===== config.mk =====
export PLATFORM = sky130hd
export DESIGN_NAME = ps2_dev_tx
export DESIGN_NICKNAME = d
export VERILOG_FILES = /design/src/rtl/ps2tx_pkg.sv /design/src/rtl/ps2tx_sync.sv /design/src/rtl/ps2tx_bus_watch.sv /design/src/rtl/ps2tx_frame_bit.sv /design/src/rtl/ps2_dev_tx.sv
export SDC_FILE = /design/constraint.sdc
export NUM_CORES = 1
export LEC_CHECK = 0
export BUFFER_PORTS_ARGS = -buffer_cell sky130_fd_sc_hd__clkbuf_2
export CORE_AREA = 2 2 85 87
export DETAILED_ROUTE_END_ITERATION = 6
export DIE_AREA = 0 0 87 89
export PLACE_DENSITY = 0.73
export SLEW_MARGIN = 5
export SYNTH_ARGS = -nofsm -noshare
export SYNTH_HDL_FRONTEND = slang
export SYNTH_HIERARCHICAL = 1
export SYNTH_SLANG_ARGS = --single-unit

===== constraint.sdc =====
create_clock -name clk -period 3.3 [get_ports clk]
set_input_delay 0.165 -clock clk [delete_from_list [all_inputs] [get_ports clk]]
set_output_delay 0.165 -clock clk [all_outputs]
set_load 0.02 [all_outputs]

===== src/rtl/ps2tx_pkg.sv =====
package ps2tx_pkg;

    typedef enum logic [1:0] {
        ST_IDLE = 2'd0,
        ST_WAIT = 2'd1,
        ST_HI   = 2'd2,
        ST_LO   = 2'd3
    } tx_state_e;

    // start + 8 data + parity + stop
    localparam int FRAME_BITS = 11;

endpackage


===== src/rtl/ps2tx_sync.sv =====
module ps2tx_sync #(
    parameter int LINES  = 2,
    parameter int STAGES = 2
) (
    input  logic             clk,
    input  logic             rst_n,
    input  logic [LINES-1:0] async_i,
    output logic [LINES-1:0] sync_o
);

    for (genvar g = 0; g < LINES; g++) begin : g_line
        logic [STAGES-1:0] chain_d, chain_q;

        always_comb begin
            chain_d = {chain_q[STAGES-2:0], async_i[g]};
        end

        always_ff @(posedge clk or negedge rst_n) begin
            if (!rst_n) chain_q <= '1;
            else        chain_q <= chain_d;
        end

        assign sync_o[g] = chain_q[STAGES-1];
    end

endmodule


===== src/rtl/ps2tx_bus_watch.sv =====
module ps2tx_bus_watch #(
    parameter int QUIET_CYC = 50
) (
    input  logic clk,
    input  logic rst_n,
    input  logic clk_s,
    input  logic dat_s,
    output logic free_o
);

    localparam int CNT_W = $clog2(QUIET_CYC + 1);
    localparam logic [CNT_W-1:0] CNT_TOP = CNT_W'(QUIET_CYC);

    logic [CNT_W-1:0] cnt_d, cnt_q;

    always_comb begin
        cnt_d = cnt_q;
        if (!(clk_s && dat_s))   cnt_d = '0;
        else if (cnt_q != CNT_TOP) cnt_d = cnt_q + 1'b1;
    end

    always_ff @(posedge clk or negedge rst_n) begin
        if (!rst_n) cnt_q <= '0;
        else        cnt_q <= cnt_d;
    end

    assign free_o = (cnt_q == CNT_TOP);

    // quiet verdict only follows cycles in which both lines were high
    p_free_after_quiet_r2: assert property (@(posedge clk) disable iff (!rst_n)
        free_o |-> ($past(clk_s) && $past(dat_s)));

endmodule


===== src/rtl/ps2tx_frame_bit.sv =====
module ps2tx_frame_bit (
    input  logic [7:0] byte_i,
    input  logic [3:0] idx_i,
    output logic       bit_o
);

    logic par_odd;

    always_comb begin
        par_odd = ~^byte_i;
        case (idx_i)
            4'd0:    bit_o = 1'b0;
            4'd9:    bit_o = par_odd;
            4'd10:   bit_o = 1'b1;
            default: bit_o = (idx_i >= 4'd1 && idx_i <= 4'd8) ? byte_i[3'(idx_i - 4'd1)] : 1'b1;
        endcase
    end

endmodule


===== src/rtl/ps2_dev_tx.sv =====
module ps2_dev_tx #(
    parameter int CLK_HZ    = 50_000_000,
    parameter int HALF_US   = 40,
    parameter int SETUP_US  = 20,
    parameter int QUIET_US  = 50,
    parameter int GUARD_CYC = 4,
    parameter int MAX_BYTES = 3
) (
    input  logic                               clk,
    input  logic                               rst_n,
    input  logic                               chunk_valid,
    output logic                               chunk_ready,
    input  logic [8*MAX_BYTES-1:0]             chunk_data,
    input  logic [$clog2(MAX_BYTES+1)-1:0]     chunk_len,
    input  logic                               ps2_clk_in,
    input  logic                               ps2_dat_in,
    output logic                               ps2_clk_oe,
    output logic                               ps2_dat_oe,
    output logic                               chunk_done
);
    import ps2tx_pkg::*;

    localparam int CYC_PER_US = CLK_HZ / 1_000_000;
    localparam int HALF_CYC   = HALF_US * CYC_PER_US;
    localparam int SETUP_CYC  = SETUP_US * CYC_PER_US;
    localparam int QUIET_CYC  = QUIET_US * CYC_PER_US;
    localparam int TMR_W      = $clog2(HALF_CYC + 1);
    localparam int LEN_W      = $clog2(MAX_BYTES + 1);
    localparam int CHUNK_W    = 8 * MAX_BYTES;

    localparam logic [TMR_W-1:0] T_LAST  = TMR_W'(HALF_CYC - 1);
    localparam logic [TMR_W-1:0] T_MOVE  = TMR_W'(HALF_CYC - SETUP_CYC - 1);
    localparam logic [TMR_W-1:0] T_GUARD = TMR_W'(GUARD_CYC);
    localparam logic [3:0]       B_LAST  = 4'(FRAME_BITS - 1);
    localparam logic [LEN_W-1:0] L_MAX   = LEN_W'(MAX_BYTES);

    typedef struct packed {
        tx_state_e          st;
        logic [TMR_W-1:0]   tmr;
        logic [3:0]         bit_idx;
        logic [LEN_W-1:0]   byte_idx;
        logic [LEN_W-1:0]   len;
        logic [CHUNK_W-1:0] data;
        logic               clk_oe;
        logic               dat_oe;
        logic               done;
    } tx_regs_t;

    tx_regs_t r_q, r_d;

    logic [1:0] lines_s;
    logic       clk_s, dat_s;
    logic       bus_free;
    logic [7:0] cur_byte;
    logic       cur_bit;
    logic       abort;

    ps2tx_sync #(.LINES(2), .STAGES(2)) i_sync (
        .clk     (clk),
        .rst_n   (rst_n),
        .async_i ({ps2_dat_in, ps2_clk_in}),
        .sync_o  (lines_s)
    );
    assign clk_s = lines_s[0];
    assign dat_s = lines_s[1];

    ps2tx_bus_watch #(.QUIET_CYC(QUIET_CYC)) i_watch (
        .clk    (clk),
        .rst_n  (rst_n),
        .clk_s  (clk_s),
        .dat_s  (dat_s),
        .free_o (bus_free)
    );

    assign cur_byte = r_q.data[8*r_q.byte_idx +: 8];

    ps2tx_frame_bit i_frame (
        .byte_i (cur_byte),
        .idx_i  (r_q.bit_idx),
        .bit_o  (cur_bit)
    );

    always_comb begin
        r_d      = r_q;
        r_d.done = 1'b0;
        abort    = 1'b0;
        case (r_q.st)
            ST_IDLE: begin
                if (chunk_valid) begin
                    r_d.st       = ST_WAIT;
                    r_d.data     = chunk_data;
                    r_d.byte_idx = '0;
                    if (chunk_len == '0)        r_d.len = LEN_W'(1);
                    else if (chunk_len > L_MAX) r_d.len = L_MAX;
                    else                        r_d.len = chunk_len;
                end
            end
            ST_WAIT: begin
                if (bus_free) begin
                    r_d.st      = ST_HI;
                    r_d.tmr     = '0;
                    r_d.bit_idx = '0;
                end
            end
            ST_HI: begin
                if (r_q.tmr >= T_GUARD && !clk_s) begin
                    // host holds clock low while it should be high
                    abort       = 1'b1;
                    r_d.st      = ST_WAIT;
                    r_d.tmr     = '0;
                    r_d.dat_oe  = 1'b0;
                    r_d.clk_oe  = 1'b0;
                    r_d.bit_idx = '0;
                    if (r_q.bit_idx != 4'd0) r_d.byte_idx = '0;
                end else begin
                    if (r_q.tmr == T_MOVE) r_d.dat_oe = ~cur_bit;
                    if (r_q.tmr == T_LAST) begin
                        r_d.st     = ST_LO;
                        r_d.tmr    = '0;
                        r_d.clk_oe = 1'b1;
                    end else begin
                        r_d.tmr = r_q.tmr + 1'b1;
                    end
                end
            end
            ST_LO: begin
                if (r_q.tmr == T_LAST) begin
                    r_d.clk_oe = 1'b0;
                    r_d.tmr    = '0;
                    if (r_q.bit_idx == B_LAST) begin
                        r_d.dat_oe  = 1'b0;
                        r_d.bit_idx = '0;
                        if (r_q.byte_idx == LEN_W'(r_q.len - 1'b1)) begin
                            r_d.st   = ST_IDLE;
                            r_d.done = 1'b1;
                        end else begin
                            r_d.byte_idx = r_q.byte_idx + 1'b1;
                            r_d.st       = ST_WAIT;
                        end
                    end else begin
                        r_d.bit_idx = r_q.bit_idx + 1'b1;
                        r_d.st      = ST_HI;
                    end
                end else begin
                    r_d.tmr = r_q.tmr + 1'b1;
                end
            end
            default: r_d.st = ST_IDLE;
        endcase
    end

    always_ff @(posedge clk or negedge rst_n) begin
        if (!rst_n) begin
            r_q          <= '0;
            r_q.st       <= ST_IDLE;
        end else begin
            r_q <= r_d;
        end
    end

    assign chunk_ready = (r_q.st == ST_IDLE);
    assign ps2_clk_oe  = r_q.clk_oe;
    assign ps2_dat_oe  = r_q.dat_oe;
    assign chunk_done  = r_q.done;

    // data line moves only across a released clock
    p_data_moves_clk_high_r3: assert property (@(posedge clk) disable iff (!rst_n)
        (ps2_dat_oe != $past(ps2_dat_oe)) |-> (!ps2_clk_oe && !$past(ps2_clk_oe)));

    // data steady when the clock is pulled low
    p_data_steady_at_fall_r4: assert property (@(posedge clk) disable iff (!rst_n)
        $rose(ps2_clk_oe) |-> $stable(ps2_dat_oe));

    // idle means both lines released
    p_idle_released_r9: assert property (@(posedge clk) disable iff (!rst_n)
        chunk_ready |-> (!ps2_clk_oe && !ps2_dat_oe));

    // completion is a single-cycle pulse
    p_done_single_r8: assert property (@(posedge clk) disable iff (!rst_n)
        chunk_done |=> !chunk_done);

    // an abort releases both lines and keeps the chunk
    p_abort_releases_r5: assert property (@(posedge clk) disable iff (!rst_n)
        abort |=> (!ps2_clk_oe && !ps2_dat_oe && !chunk_ready));

    // a start bit appears only while the bus counts as quiet
    p_start_after_free_r2: assert property (@(posedge clk) disable iff (!rst_n)
        ($rose(ps2_dat_oe) && r_q.bit_idx == 4'd0) |-> bus_free);

endmodule


# ---- Word level (Yosys, flattened, before mapping)
# Index checks and enable logic that the tools add are counted.
dict set report totals {
  regBits 64
  out_inout_bits 4
}
dict set report classes {
  addsub 6
  order_cmp 5
  n_eq_ne 20
  shifts 1
  n_mux 34
  n_bitwise 1
  n_reduce_logical 19
}
# cell count
set ops {}
lappend ops {{15-bit case mux with 3 select lines} 1}
lappend ops {{28-bit 2-to-1 mux} 1}
lappend ops {{12-bit 2-to-1 mux} 2}
lappend ops {{24-bit by 6-bit indexed part select with 8-bit output} 1}
lappend ops {{2-bit 2-to-1 mux} 11}
lappend ops {{17-bit 2-to-1 mux} 1}
lappend ops {{2-bit != test (second input constant)} 8}
lappend ops {{13-bit 2-to-1 mux} 1}
lappend ops {{12-bit by 1-bit adder with 12-bit output (second input constant)} 1}
lappend ops {{12-bit equality test (second input constant)} 1}
lappend ops {{6-bit 2-to-1 mux} 2}
lappend ops {{12-bit != test (second input constant)} 1}
lappend ops {{4-bit AND reduction} 3}
lappend ops {{11-bit by 1-bit adder with 11-bit output (second input constant)} 1}
lappend ops {{11-bit by 10-bit equality test with 1-bit output (second input constant)} 1}
lappend ops {{11-bit equality test (second input constant)} 1}
lappend ops {{11-bit by 3-bit >= comparator with 1-bit output (second input constant)} 1}
lappend ops {{11-bit 2-to-1 mux} 1}
lappend ops {{4-bit equality test (second input constant)} 2}
lappend ops {{2-bit case mux with 4 select lines} 1}
lappend ops {{8-bit XNOR reduction} 1}
lappend ops {{1-bit 2-to-1 mux} 7}
lappend ops {{7-bit AND reduction} 1}
lappend ops {{3-bit != test (second input constant)} 2}
lappend ops {{27 further kinds} 33}

# ---- Logic depth before layout (Yosys ltp)
dict set report logic_depth {
  ltp_word 9
  mapped_depth 11
}

# ---- Modules after synthesis
# The synthesis kept the hierarchy.
# mod instances cells_each area_each_um2 seq_area_each_um2
set modules_own_cells {}
lappend modules_own_cells {ps2_dev_tx 1 245 2596.2 1201.2}
lappend modules_own_cells {ps2tx_bus_watch 1 67 646.9 300.3}
lappend modules_own_cells {ps2tx_frame_bit 1 28 259.0 0.0}
lappend modules_own_cells {ps2tx_sync 1 6 120.1 105.1}

# ---- Worst setup path after synthesis
# No wires, ideal clock.
dict set report synth_path {
  path_type {register to register}
  from {reg r_q[29] (netlist bit)}
  to {reg r_q, in the netlist ps2_dat_oe}
  t_arrival_ps 2336
  t_required_ps 3233
  path_slack_ps 896
  stages_incl_launch_ff 10
  cell_sequence {dfrtp_1 -> buf_1 -> mux2i_1 -> o21ai_0 -> mux4_2 -> o21a_1 -> o32ai_2 -> o22ai_1 -> nor2_1 -> a32o_1}
}
dict set report synth_via {
  elab_chain_cells 9
  word_cells_on_any_way 10
  cone_classes {shift (1); mux (7); bitwise (1); reduce/logical (1)}
}
# item line_no
set synth_lines {}
lappend synth_lines {{from (decl)} ps2_dev_tx.sv:49} ;# tx_regs_t r_q, r_d;
lappend synth_lines {{from (signal assigned)} ps2_dev_tx.sv:157} ;# r_q <= r_d;
lappend synth_lines {{24-bit by 6-bit indexed part select with 8-bit output *} ps2_dev_tx.sv:75} ;# assign cur_byte = r_q.data[8*r_q.byte_idx +: 8];
lappend synth_lines {{net cur_byte[4]} ps2_dev_tx.sv:54} ;# logic [7:0] cur_byte;
lappend synth_lines {{1-bit binary-select mux with 3-bit select} ps2tx_frame_bit.sv:15} ;# default: bit_o = (idx_i >= 4'd1 && idx_i <= 4'd8) ? byte_i[3'(idx_i - 4'd1)] : 1'b1;
lappend synth_lines {{1-bit 2-to-1 mux (not written as such)} ps2tx_frame_bit.sv:15}
lappend synth_lines {{1-bit 2-to-1 mux} ps2tx_frame_bit.sv:15}
lappend synth_lines {{1-bit case mux with 3 select lines *} ps2tx_frame_bit.sv:11} ;# case (idx_i)
lappend synth_lines {{net cur_bit} ps2_dev_tx.sv:55} ;# logic cur_bit;
lappend synth_lines {{1-bit NOT *} ps2_dev_tx.sv:116} ;# if (r_q.tmr == T_MOVE) r_d.dat_oe = ~cur_bit;
lappend synth_lines {{1-bit 2-to-1 mux *} ps2_dev_tx.sv:116}
lappend synth_lines {{2-bit 2-to-1 mux *} ps2_dev_tx.sv:106} ;# if (r_q.tmr >= T_GUARD && !clk_s) begin
lappend synth_lines {{2-bit case mux with 2 select lines *} ps2_dev_tx.sv:87} ;# case (r_q.st)
# Mark *: on every way through the listed nets, which the timed path passes. The rest lies on a longest branch. The select of a mux whose other input is x is not followed.
# A chain may end at the register's enable or synchronous reset.

# ---- Worst setup path after layout
# Same ends and word-level chain as after synthesis.

==> metrics.txt <==
outcome completed; Max-cap violations 0; worst slew pin tran 1.11 ns; WP data required 3.58 ns; Layout area overhead 12.7%; asr flop ratio synth 1.00; total wire length roughly 7400 um; Yosys cell types approximately 60; clk_skew 0.0110 ns; most used cell, CP xnor2_1; syn_area_per_cell 10.5 sq um; worst-path fanout max 15; EDFF count, synth 0; Pwr Density 368 mW/mm^2; antenna cells 0; Tcrit/Tclk final 0.803; Synth Area in Compound Gates 0.139; Most used DFF post-synth dfrtp_1; largest family of logic cells by synthesized area simple AND/OR/NAND/NOR gates; Hold WS 0.0459 ns; r2r startpoint r_q[29]; Hold Vio Cnt, Final 0; post-CTS resize count 0; largest net degree at the start of global routing 45; final design area excluding fillers 0.00408 sq mm; CP endpoint kind flip-flop; first-pass GRT wire length roughly 13,000 um; Pwr Total 1.50 mW; clk root buf clkbuf_8; FF+latch count, synth 64; Max Fclk 378 MHz; warning count from the yosys run 6; Rows 30; Worst-path clk slew approximately 0.080 ns; initial antenna violation count 0; max incr delay on CP 0.61 ns; Core Footprint 0.00672 sq mm; Area after DPL 0.00386 sq mm; sequential area share after synthesis 0.444; # clock sinks 64; Hold Crit Depth 2; Util after Layout 0.608; CP arrival just under 3 ns; hpwl dp 5380 um; VDD IR-drop max 0.265 mV; Synth Area in XOR/XNOR 0.0314; IO Port Bufs 34; simple-gate area share of the yosys netlist 0.174; DRT Pass-1 Iters 4; clk buf depth 2; # IOs 35; final slew viol count 0; Wirelength per Cell approximately 16 um; total grt overflow 0; Adder-Cell Fraction of Synth Area 0.0518; Final ANT Viol Nets 0; CP cell instances nor2b_1 -> nand2_1 -> o21ai_0 -> xnor2_1 -> xnor2_1 -> xnor2_1 -> a2111oi_2 -> o22ai_1 -> nor2_1 -> a32o_1; Slew headroom 0.259; CTS buffer count 9; slowest CP cell dfrtp_1; drc violations 0; worst reg2reg path depth 10; unrepaired setup endpoints after global routing no; syn nets 392; GRT Overall Usage 0.214; vias in the first global route approximately 2.7k; H-tree depth 3; reg-to-reg slack, setup 0.65 ns; Fin Setup TNS 0 ns; CTS tree built; post-DR vias/cell between 5 and 6; clk_lat worst skew 0.34 ns; setup violators final 0; Die ar. 0.00774 sq mm; Static Leak about 1.9 nW; routability cong. approximately 0.85; CP Launch Type flip-flop; via count between 2k and 3k; 1st-iter DRT viols around 170; Synth Instances 346; HP Start chunk_data[3]; r2r endpoint ps2_dat_oe; Chip Width 87 um; cell area after synthesis 0.00362 sq mm; Final min period 2.65 ns; HP Class input pin to flip-flop; layout cells sized above 1 0.259; Die Ht a little under 90 um; mux cell area share after synthesis 0.125; Initial Utilization 0.539; WHS Endpoint r_q[6]; worst setup path category flip-flop to flip-flop; Final nets 431
## stage by stage
stage | setup slack (ns) | instances
floorplan | 0.896 | 346
global placement | 0.756 | 451
detailed placement | 0.687 | 451
CTS | 0.654 | 470
global route | 0.399 | 470
finish | 0.651 | 470
## kinds of logic (layout without fill, tap and decap cells)
family / count (synthesis) / in the layout
AO/OA/AOI/OAI: 73 / 73
XOR/XNOR: 13 / 13
buffers and inverters: 32 / 76
multiplexers: 39 / 39
AND/OR/NAND/NOR: 110 / 110
adder cells (fa/ha/maj): 15 / 15
flip-flops: 64 / 64
## how the worst max path moves through the flow
stage | cells past startpoint | slack, ns | start | endpoint
after floorplan | 9 | 0.90 | r_q[29] | ps2_dat_oe
after global placement | 10 | 0.76 | r_q[29] | ps2_dat_oe
after detailed placement | 10 | 0.69 | r_q[29] | ps2_dat_oe
after CTS | 10 | 0.65 | r_q[29] | ps2_dat_oe
after global routing | 10 | 0.40 | r_q[29] | ps2_dat_oe
final | 10 | 0.65 | r_q[29] | ps2_dat_oe
## worst max-delay path, delay by kind of cell (launching register included)
family | cells | cell delay (ns)
AO/OA/AOI/OAI | 4 | 0.82
flip-flops | 1 | 0.61
AND/OR/NAND/NOR | 3 | 0.70
XOR/XNOR | 3 | 0.45
## Yosys cell counts, types with 8 or more instances
cell type   n  area share
o21ai_0    28       0.039
nor2_1     11       0.011
and3_1      8       0.014
xnor2_1    11       0.027
inv_1      21       0.022
nand2_1    28       0.029
a21oi_1    15       0.021
mux2_2     26       0.081
dfrtp_1    60        0.41
mux2i_1    11       0.030
ha_1       15       0.052
nand3_1    13       0.018
## power by group
part / leakage [nW] / total [mW] / switching, mW / internal, mW
clock network: 0.0952 / 0.666 / 0.318 / 0.348
logic: 0.895 / 0.0441 / 0.0256 / 0.0186
registers: 0.874 / 0.793 / 0.00329 / 0.790
total: 1.86 / 1.50 / 0.347 / 1.16
## final cells by class
type | instances | area (sq um)
flip-flops and latches | 64 | 1610
inverters | 21 | 78.8
multi-input cells | 250 | 1890
repair buffers | 39 | 215
clock inverters | 7 | 72.6
fillers | 574 | 2640
clock buffers | 9 | 124
well taps | 80 | 100
## state kept, by name, summed over array words and instances (netlist names)
name,count
chunk_done,1
i_sync/g_line.chain_q,4
i_watch/cnt_q,12
ps2_clk_oe,1
ps2_dat_oe,1
r_q,45
## layer usage
metal,vias to the layer above,part of all wire,track usage
met5,-,0,0
met4,0,0.0081,0.0810
met2,52,0.48,0.332
met1,1323,0.48,0.301
li1,1332,-,-
met3,5,0.032,0.0369
## layout by cell type (no fill, tap or decap), drive strengths merged, types with 3 or more instances in the layout
master and instances:
dfrtp 60, o31ai 7, nor2b 6, mux2 26, nand3 17, o21ai 28, xnor2 11, nor2 11
and3 8, ha 15, nand4 4, dlygate4sd3 3, nand2 29, a31oi 4, a211o 3, clkinv 4
dfstp 4, inv 21, nor4 3, clkbuf 43, or2 4, mux2i 11, or3 6, or4 5
a21oi 15, nor3 3
## repair_timing
item,4_1_cts,5_1_grt
setup buffers,0,0
hold endpoints to repair,18,0
hold buffers,3,0
Power figures use the tool's default switching activity.
